**src/rtl/gcr_pkg.sv**
```systemverilog
package gcr_pkg;
  localparam int XLEN = 64;
  localparam int KEYW = 8;   // {rs[4:0], sel[2:0]}

  localparam logic [5:0] OP_MAJOR = 6'b000000;
  localparam logic [1:0] OP_RSVD  = 2'b00;
  localparam logic [4:0] OP_MINOR = 5'b11011;
  localparam logic [5:0] OP_FUNC  = 6'b111100;

  typedef struct packed {
    logic            match;
    logic [4:0]      rs;
    logic [2:0]      sel;
  } gcr_dec_t;

  // default slot table, slot 7 first
  localparam logic [7:0][KEYW-1:0] DEF_KEY =
    {8'hB0, 8'h22, 8'h28, 8'h20, 8'h98, 8'h48, 8'h18, 8'h10};
  localparam logic [7:0] DEF_PRESENT = 8'b0111_1111;
  localparam logic [7:0] DEF_RO      = 8'b0000_0100;
  localparam logic [7:0] DEF_ELO     = 8'b0000_0011;
  localparam logic [7:0][XLEN-1:0] DEF_MASK =
    {{XLEN{1'b1}}, {XLEN{1'b1}}, {XLEN{1'b1}}, {XLEN{1'b1}},
     64'h0000_0000_0000_0FF8, {XLEN{1'b1}}, {XLEN{1'b1}}, {XLEN{1'b1}}};

  function automatic logic [XLEN-1:0] elo_shape(input logic [XLEN-1:0] src);
    return {src[31], src[30], 32'd0, src[29:0]};
  endfunction

  function automatic logic [XLEN-1:0] mask_merge(input logic [XLEN-1:0] old_v,
                                                 input logic [XLEN-1:0] new_v,
                                                 input logic [XLEN-1:0] msk);
    return (old_v & ~msk) | (new_v & msk);
  endfunction
endpackage

```
**src/rtl/gcr_decode.sv**
```systemverilog
module gcr_decode
  import gcr_pkg::*;
(
  input  logic [31:0] instr,
  output gcr_dec_t    dec
);
  logic fields_ok;
  assign fields_ok = (instr[31:26] == OP_MAJOR) && (instr[15:14] == OP_RSVD) &&
                     (instr[10:6] == OP_MINOR) && (instr[5:0] == OP_FUNC);
  assign dec.match = fields_ok;
  assign dec.rs    = instr[20:16];
  assign dec.sel   = instr[13:11];
endmodule

```
**src/rtl/gcr_lookup.sv**
```systemverilog
module gcr_lookup
  import gcr_pkg::*;
#(
  parameter int NREG = 8,
  parameter int IW = (NREG > 1) ? $clog2(NREG) : 1,
  parameter logic [NREG-1:0][KEYW-1:0] SLOT_KEY = DEF_KEY
)(
  input  logic [KEYW-1:0] key,
  output logic            hit,
  output logic [IW-1:0]   idx
);
  logic [NREG-1:0] slot_hit;

  for (genvar g = 0; g < NREG; g++) begin : g_cmp
    assign slot_hit[g] = (SLOT_KEY[g] == key);
  end

  always_comb begin
    hit = 1'b0;
    idx = '0;
    for (int i = NREG - 1; i >= 0; i--) begin
      if (slot_hit[i]) begin
        hit = 1'b1;
        idx = IW'(i);
      end
    end
  end
endmodule

```
**src/rtl/gcr_regfile.sv**
```systemverilog
module gcr_regfile
  import gcr_pkg::*;
#(
  parameter int NREG = 8,
  parameter int IW = (NREG > 1) ? $clog2(NREG) : 1,
  parameter logic [NREG-1:0]           SLOT_RO   = DEF_RO,
  parameter logic [NREG-1:0][XLEN-1:0] SLOT_MASK = DEF_MASK
)(
  input  logic            clk,
  input  logic            rst,
  input  logic            we,
  input  logic [IW-1:0]   wi,
  input  logic [XLEN-1:0] wd,
  input  logic [IW-1:0]   ri_a,
  output logic [XLEN-1:0] rd_a,
  input  logic [IW-1:0]   ri_b,
  output logic [XLEN-1:0] rd_b
);
  logic [XLEN-1:0] q [NREG];

  always_ff @(posedge clk) begin
    if (rst) begin
      for (int i = 0; i < NREG; i++) q[i] <= '0;
    end else if (we) begin
      q[wi] <= wd;
    end
  end

  assign rd_a = q[ri_a];
  assign rd_b = q[ri_b];

  for (genvar g = 0; g < NREG; g++) begin : g_chk

    hidden_bits_hold_chk: assert property (@(posedge clk) disable iff (rst)
      !rst |=> ((q[g] & ~SLOT_MASK[g]) == ($past(q[g]) & ~SLOT_MASK[g])));
    if (SLOT_RO[g]) begin : g_ro

      ro_slot_hold_chk: assert property (@(posedge clk) disable iff (rst)
        !rst |=> $stable(q[g]));
    end
  end
endmodule

```
**src/rtl/gcr_write_unit.sv**
```systemverilog
module gcr_write_unit
  import gcr_pkg::*;
#(
  parameter int NREG = 8,
  parameter int IW = (NREG > 1) ? $clog2(NREG) : 1,
  parameter logic [NREG-1:0][KEYW-1:0] SLOT_KEY     = DEF_KEY,
  parameter logic [NREG-1:0]           SLOT_PRESENT = DEF_PRESENT,
  parameter logic [NREG-1:0]           SLOT_RO      = DEF_RO,
  parameter logic [NREG-1:0]           SLOT_ELO     = DEF_ELO,
  parameter logic [NREG-1:0][XLEN-1:0] SLOT_MASK    = DEF_MASK
)(
  input  logic            clk,
  input  logic            rst,
  input  logic            in_valid,
  input  logic [31:0]     instr,
  input  logic [XLEN-1:0] gpr_val,
  input  logic            cp0_usable,
  input  logic            vz_present,
  output logic            exc_cpu,
  output logic            exc_ri,
  output logic            not_mine,
  output logic            wr_en,
  output logic [IW-1:0]   wr_idx,
  output logic [XLEN-1:0] wr_data,
  input  logic [IW-1:0]   rd_idx,
  output logic [XLEN-1:0] rd_data
);
  gcr_dec_t        dec;
  logic            accepted, go, slot_hit, commit;
  logic [IW-1:0]   slot_idx;
  logic [XLEN-1:0] old_val, shaped, merged;

  gcr_decode u_dec (.instr(instr), .dec(dec));

  gcr_lookup #(.NREG(NREG), .IW(IW), .SLOT_KEY(SLOT_KEY)) u_lkp (
    .key({dec.rs, dec.sel}), .hit(slot_hit), .idx(slot_idx));

  assign accepted = in_valid && dec.match;
  assign not_mine = in_valid && !dec.match;
  assign exc_cpu  = accepted && !cp0_usable;
  assign exc_ri   = accepted && cp0_usable && !vz_present;
  assign go       = accepted && cp0_usable && vz_present;
  assign commit   = go && slot_hit && SLOT_PRESENT[slot_idx] && !SLOT_RO[slot_idx];

  assign shaped = SLOT_ELO[slot_idx] ? elo_shape(gpr_val) : gpr_val;
  assign merged = mask_merge(old_val, shaped, SLOT_MASK[slot_idx]);

  assign wr_en   = commit;
  assign wr_idx  = commit ? slot_idx : '0;
  assign wr_data = commit ? merged : '0;

  gcr_regfile #(.NREG(NREG), .IW(IW), .SLOT_RO(SLOT_RO), .SLOT_MASK(SLOT_MASK)) u_rf (
    .clk(clk), .rst(rst), .we(wr_en), .wi(wr_idx), .wd(wr_data),
    .ri_a(rd_idx), .rd_a(rd_data), .ri_b(slot_idx), .rd_b(old_val));


  one_outcome_chk: assert property (@(posedge clk) disable iff (rst)
    $onehot0({exc_cpu, exc_ri, not_mine, wr_en}));

  no_write_unusable_chk: assert property (@(posedge clk) disable iff (rst)
    !cp0_usable |-> (!wr_en && !exc_ri));

  no_write_novz_chk: assert property (@(posedge clk) disable iff (rst)
    !vz_present |-> !wr_en);

  elo_gap_zero_chk: assert property (@(posedge clk) disable iff (rst)
    (wr_en && SLOT_ELO[wr_idx]) |-> (wr_data[61:30] == 32'd0));

  idle_quiet_chk: assert property (@(posedge clk) disable iff (rst)
    !in_valid |-> !(wr_en || exc_cpu || exc_ri || not_mine));
endmodule

```
**config.mk**
```make
export PLATFORM = sky130hd
export DESIGN_NAME = gcr_write_unit
export DESIGN_NICKNAME = d
export VERILOG_FILES = /design/src/rtl/gcr_pkg.sv /design/src/rtl/gcr_decode.sv /design/src/rtl/gcr_lookup.sv /design/src/rtl/gcr_regfile.sv /design/src/rtl/gcr_write_unit.sv
export SDC_FILE = /design/constraint.sdc
export NUM_CORES = 1
export LEC_CHECK = 0
export ABC_AREA = 1
export ABC_CLOCK_PERIOD_IN_PS = 3400
export BUFFER_PORTS_ARGS = -buffer_cell sky130_fd_sc_hd__buf_2
export CAP_MARGIN = 10
export CORE_UTILIZATION = 45
export DETAILED_ROUTE_END_ITERATION = 6
export PLACE_DENSITY_LB_ADDON = 0.25
export SLEW_MARGIN = 20
export SYNTH_ARGS = -nofsm -noshare
export SYNTH_HDL_FRONTEND = slang
export SYNTH_SLANG_ARGS = --single-unit
```
**constraint.sdc**
```tcl
create_clock -name clk -period 3.4 [get_ports clk]
set_input_delay 0.17 -clock clk [delete_from_list [all_inputs] [get_ports clk]]
set_output_delay 0.17 -clock clk [all_outputs]
set_load 0.005 [all_outputs]
```
==> impl_metrics.tcl <==
set metrics [dict create \
    dr_total_vias 21360 \
    power.switching_fraction_pct 23.99 \
    design.die.area_um2 57130 \
    layout_commonest_cell "nor2_1" \
    cellLeakagePower_nw 11.91 \
    finish.utilization_pct 53.52 \
    globalplace.congestion 0.8236 \
    signed_area_change_from_the_synthesized_netlist_to_the_final_layout_pct 17.08 \
    grt_start_max_net_pins 163 \
    worst_ep_required_time_ns 3.23 \
    post_synth_inst_count 2722 \
    drt-pass1-iter-count 6 \
    worst_clock_skew_ns 0.009971 \
    yosys_register_bits 512 \
    overall_fraction_of_global_route_tracks_in_use_pct 27.27 \
    stdcell_count 3840 \
    ctsHtreeMaxLevel 2 \
    io_buffer_count 233 \
    seq_power_share_pct 53.1 \
    switchingPower_mw 3.377 \
    fin_crit_sh_pct 85.68 \
    critPathMaxStageDelay_ns 0.42 \
    overflow 0 \
    total_standard_cell_area_after_synthesis_um2 25280 \
    power_share_of_the_clock_group_pct 37.9 \
    start_util_pct 45.71 \
    placed_cells 3734 \
    numCtsBuffers 53 \
    worst_voltage_drop_across_the_vdd_grid_mv 0.3417 \
    power.combinational.fraction_pct 9.0 \
    core_region_area_um2 55310 \
    cts.repair.resized 0 \
    cts_max_path_buffers 3 \
    root_buffer "clkbuf_16" \
    layout.nets 3155 \
    totalNegativeSetupSlack_ns 0 \
    arrival_ns 2.74 \
    std_cell_rows 86 \
    synthesis.area_per_instance_um2 9.288 \
    yosysSeqAreaShare_pct 60.81 \
    largest_register_ffs 512 \
    drt_iter0_markers 2257 \
    routed_wirelength_um 79050 \
    remaining_drc_errors 0 \
    yosysTopAreaCell "edfxtp_1" \
    horizontal_die_dimension_um 239.0 \
    finalSetupViolCount 0 \
    critical_path_peak_fanout 56 \
    synth.top_cell.area_share_pct 60.81 \
    finalMaxSlewViolations 0 \
    status "finished clean" \
    fin_ws_ns 0.4869 \
    internal_pwr_total_mw 10.70 \
    yosysUniqueCellTypes 33 \
    worst-r2r-cell-count 8 \
    timing.hold.worst.class "primary input to flop" \
    tritoncts_num_sinks 512 \
    clock_insertion_delay_worst_skew_ns 0.61 \
    ios 239 \
    largest_register "u_rf.q" \
    leading_cell_types_in_the_layout_fill_and_taps_excluded "nor2_1, edfxtp_1, nand2_1" \
    worst_slew_pin_slew_ns 1.175 \
    worst_path_max_delay_cell "buf_12" \
    critical_path.cell_chain "buf_2 -> inv_2 -> nand2_2 -> nor2_2 -> nand2_2 -> nand2_1 -> nor2_1 -> nand2_1 -> nand2_1 -> nor2_4 -> nand3_1 -> clkinv_2 -> buf_12 -> nand3b_1 -> inv_1 -> buf_2" \
    worst_setup_hold_path_clk_slew_ns 0.06 \
    grt_pass1_vias 20450 \
    whs_path_depth 5 \
    cts_tree "built" \
    crit_family "simple AND/OR/NAND/NOR gates" \
    chipHeight_um 239.0 \
    report.final.hold_viol_count 0 \
    slew_headroom_pct 21.70 \
    crit_buf_inv 6 \
    reg.largest.list "u_rf.q (512)" \
    drive_above_1_share_pct 13.85 \
    cpMostUsedCell "nand2_1" \
    cts_post_setup_buffers_inserted 0 \
    detailed_place.area_um2 27960 \
    worst-setup-path-type "primary input to primary output" \
    detail_route.vias_per_cell 5.563 \
    layout.filler_cells 4994 \
    fmax_ghz 0.3433 \
    grt_first_pass_wirelength_um 117600 \
    antenna_violating_nets_post_route 0 \
    post_cts_hold_buffer_count 10 \
    min_period_ns 2.913 \
    design_area_um2 29600 \
    rsz0062_at_grt "false" \
    worst_slack_at_placement_ns 0.5543 \
    synth_top_cells_by_area "edfxtp_1, nor2_1, nand2_1, o21ai_0, inv_1" \
    setup_crit_start_kind "primary input" \
    cp_num_cells 16 \
    synth-warning-count 0 \
    end_kind "primary output" \
    grt_antenna_before_repair 1 \
    max_cap_violations 0 \
    post_drt_wl_per_cell_um 20.59 \
    dp_hpwl_um 41990 \
    cellPowerDensity_nw_per_um2 475.5 \
]
[area by class of cell]
| cell class | count | area [µm²] | area share, % |
|---|---|---|---|
| Antenna cell | 1 | 2.502 | 0.008454 |
| Clock buffer | 69 | 1386 | 4.683 |
| Clock inverter | 26 | 147.6 | 0.4988 |
| Inverter | 204 | 778.2 | 2.629 |
| Multi-Input combinational cell | 1989 | 9046 | 30.56 |
| Sequential cell | 512 | 15370 | 51.94 |
| Tap cell | 748 | 935.9 | 3.162 |
| Timing Repair Buffer | 291 | 1929 | 6.518 |
[power by group through the flow]
stage | Clock [mW] | Sequential [mW] | Combinational (mW)
6_report | 5.33 | 7.47 | 1.27
5_1_grt | 5.60 | 7.50 | 1.39
4_1_cts | 5.38 | 7.47 | 1.26
3_5_place_dp | 0 | 7.60 | 1.25
3_3_place_gp | 0 | 7.57 | 1.23
2_1_floorplan | 0 | 7.57 | 0.743
[cells in the mapped netlist (all sizes together)]
master	count
clkbuf	132
and3	1
o22ai	64
buf	76
and2	1
nor3	9
inv	202
nand4	102
nand3	105
edfxtp	512
o211ai	2
a31oi	64
nor4	1
nand3b	2
o21ai	259
nand2	399
a21oi	64
conb	1
nor2	703
or2	21
clkinv	2
[worst paths after layout]
| path | start | end | slack (ns) |
|---|---|---|---|
| worst max-delay path | instr[11] | wr_data[62] | 0.49 |
| worst min-delay path | gpr_val[37] | u_rf.q[6][37] | 0.06 |
| worst max register to register | u_rf.q[2][13] | u_rf.q[5][13] | 1.97 |
| worst min register to register | u_rf.q[1][48] | u_rf.q[3][48] | 0.75 |
[through the flow]
step | power (mW) | hold WS (ns)
floorplan | 8.316 | 0.3711
global placement | 8.800 | 0.4983
detailed placement | 8.843 | 0.5047
CTS | 14.11 | 0.05254
global route | 14.50 | 0.09848
finish | 14.08 | 0.06347
[tightest hold or removal path: stages]
cell	delay, ns
buf_2	0.08
nand2_1	0.05
nand2_1	0.06
nand3_2	0.10
nor2_1	0.09
[cell families (layout without fill, tap and decap cells)]
family                 count (synthesis)  in the layout  share of synthesized area [%]
AOI/OAI and AO/OA                    453            453                          9.621
other                                  1            193                        0.01483
DFF                                  512            512                          60.81
buffers and inverters                412            590                          6.548
and+or+nand+nor                     1344           1344                          23.00
[layer usage]
layer | up-vias | global-route usage [%] | part of all wire (%)
met3 | 159 | 3.926 | 8.7
li1 | 9730 | - | -
met4 | 0 | 11.25 | 3.5
met5 | - | 0 | 0
met1 | 10350 | 35.45 | 39
met2 | 1119 | 45.71 | 48
(Power assumes the default switching activity.)
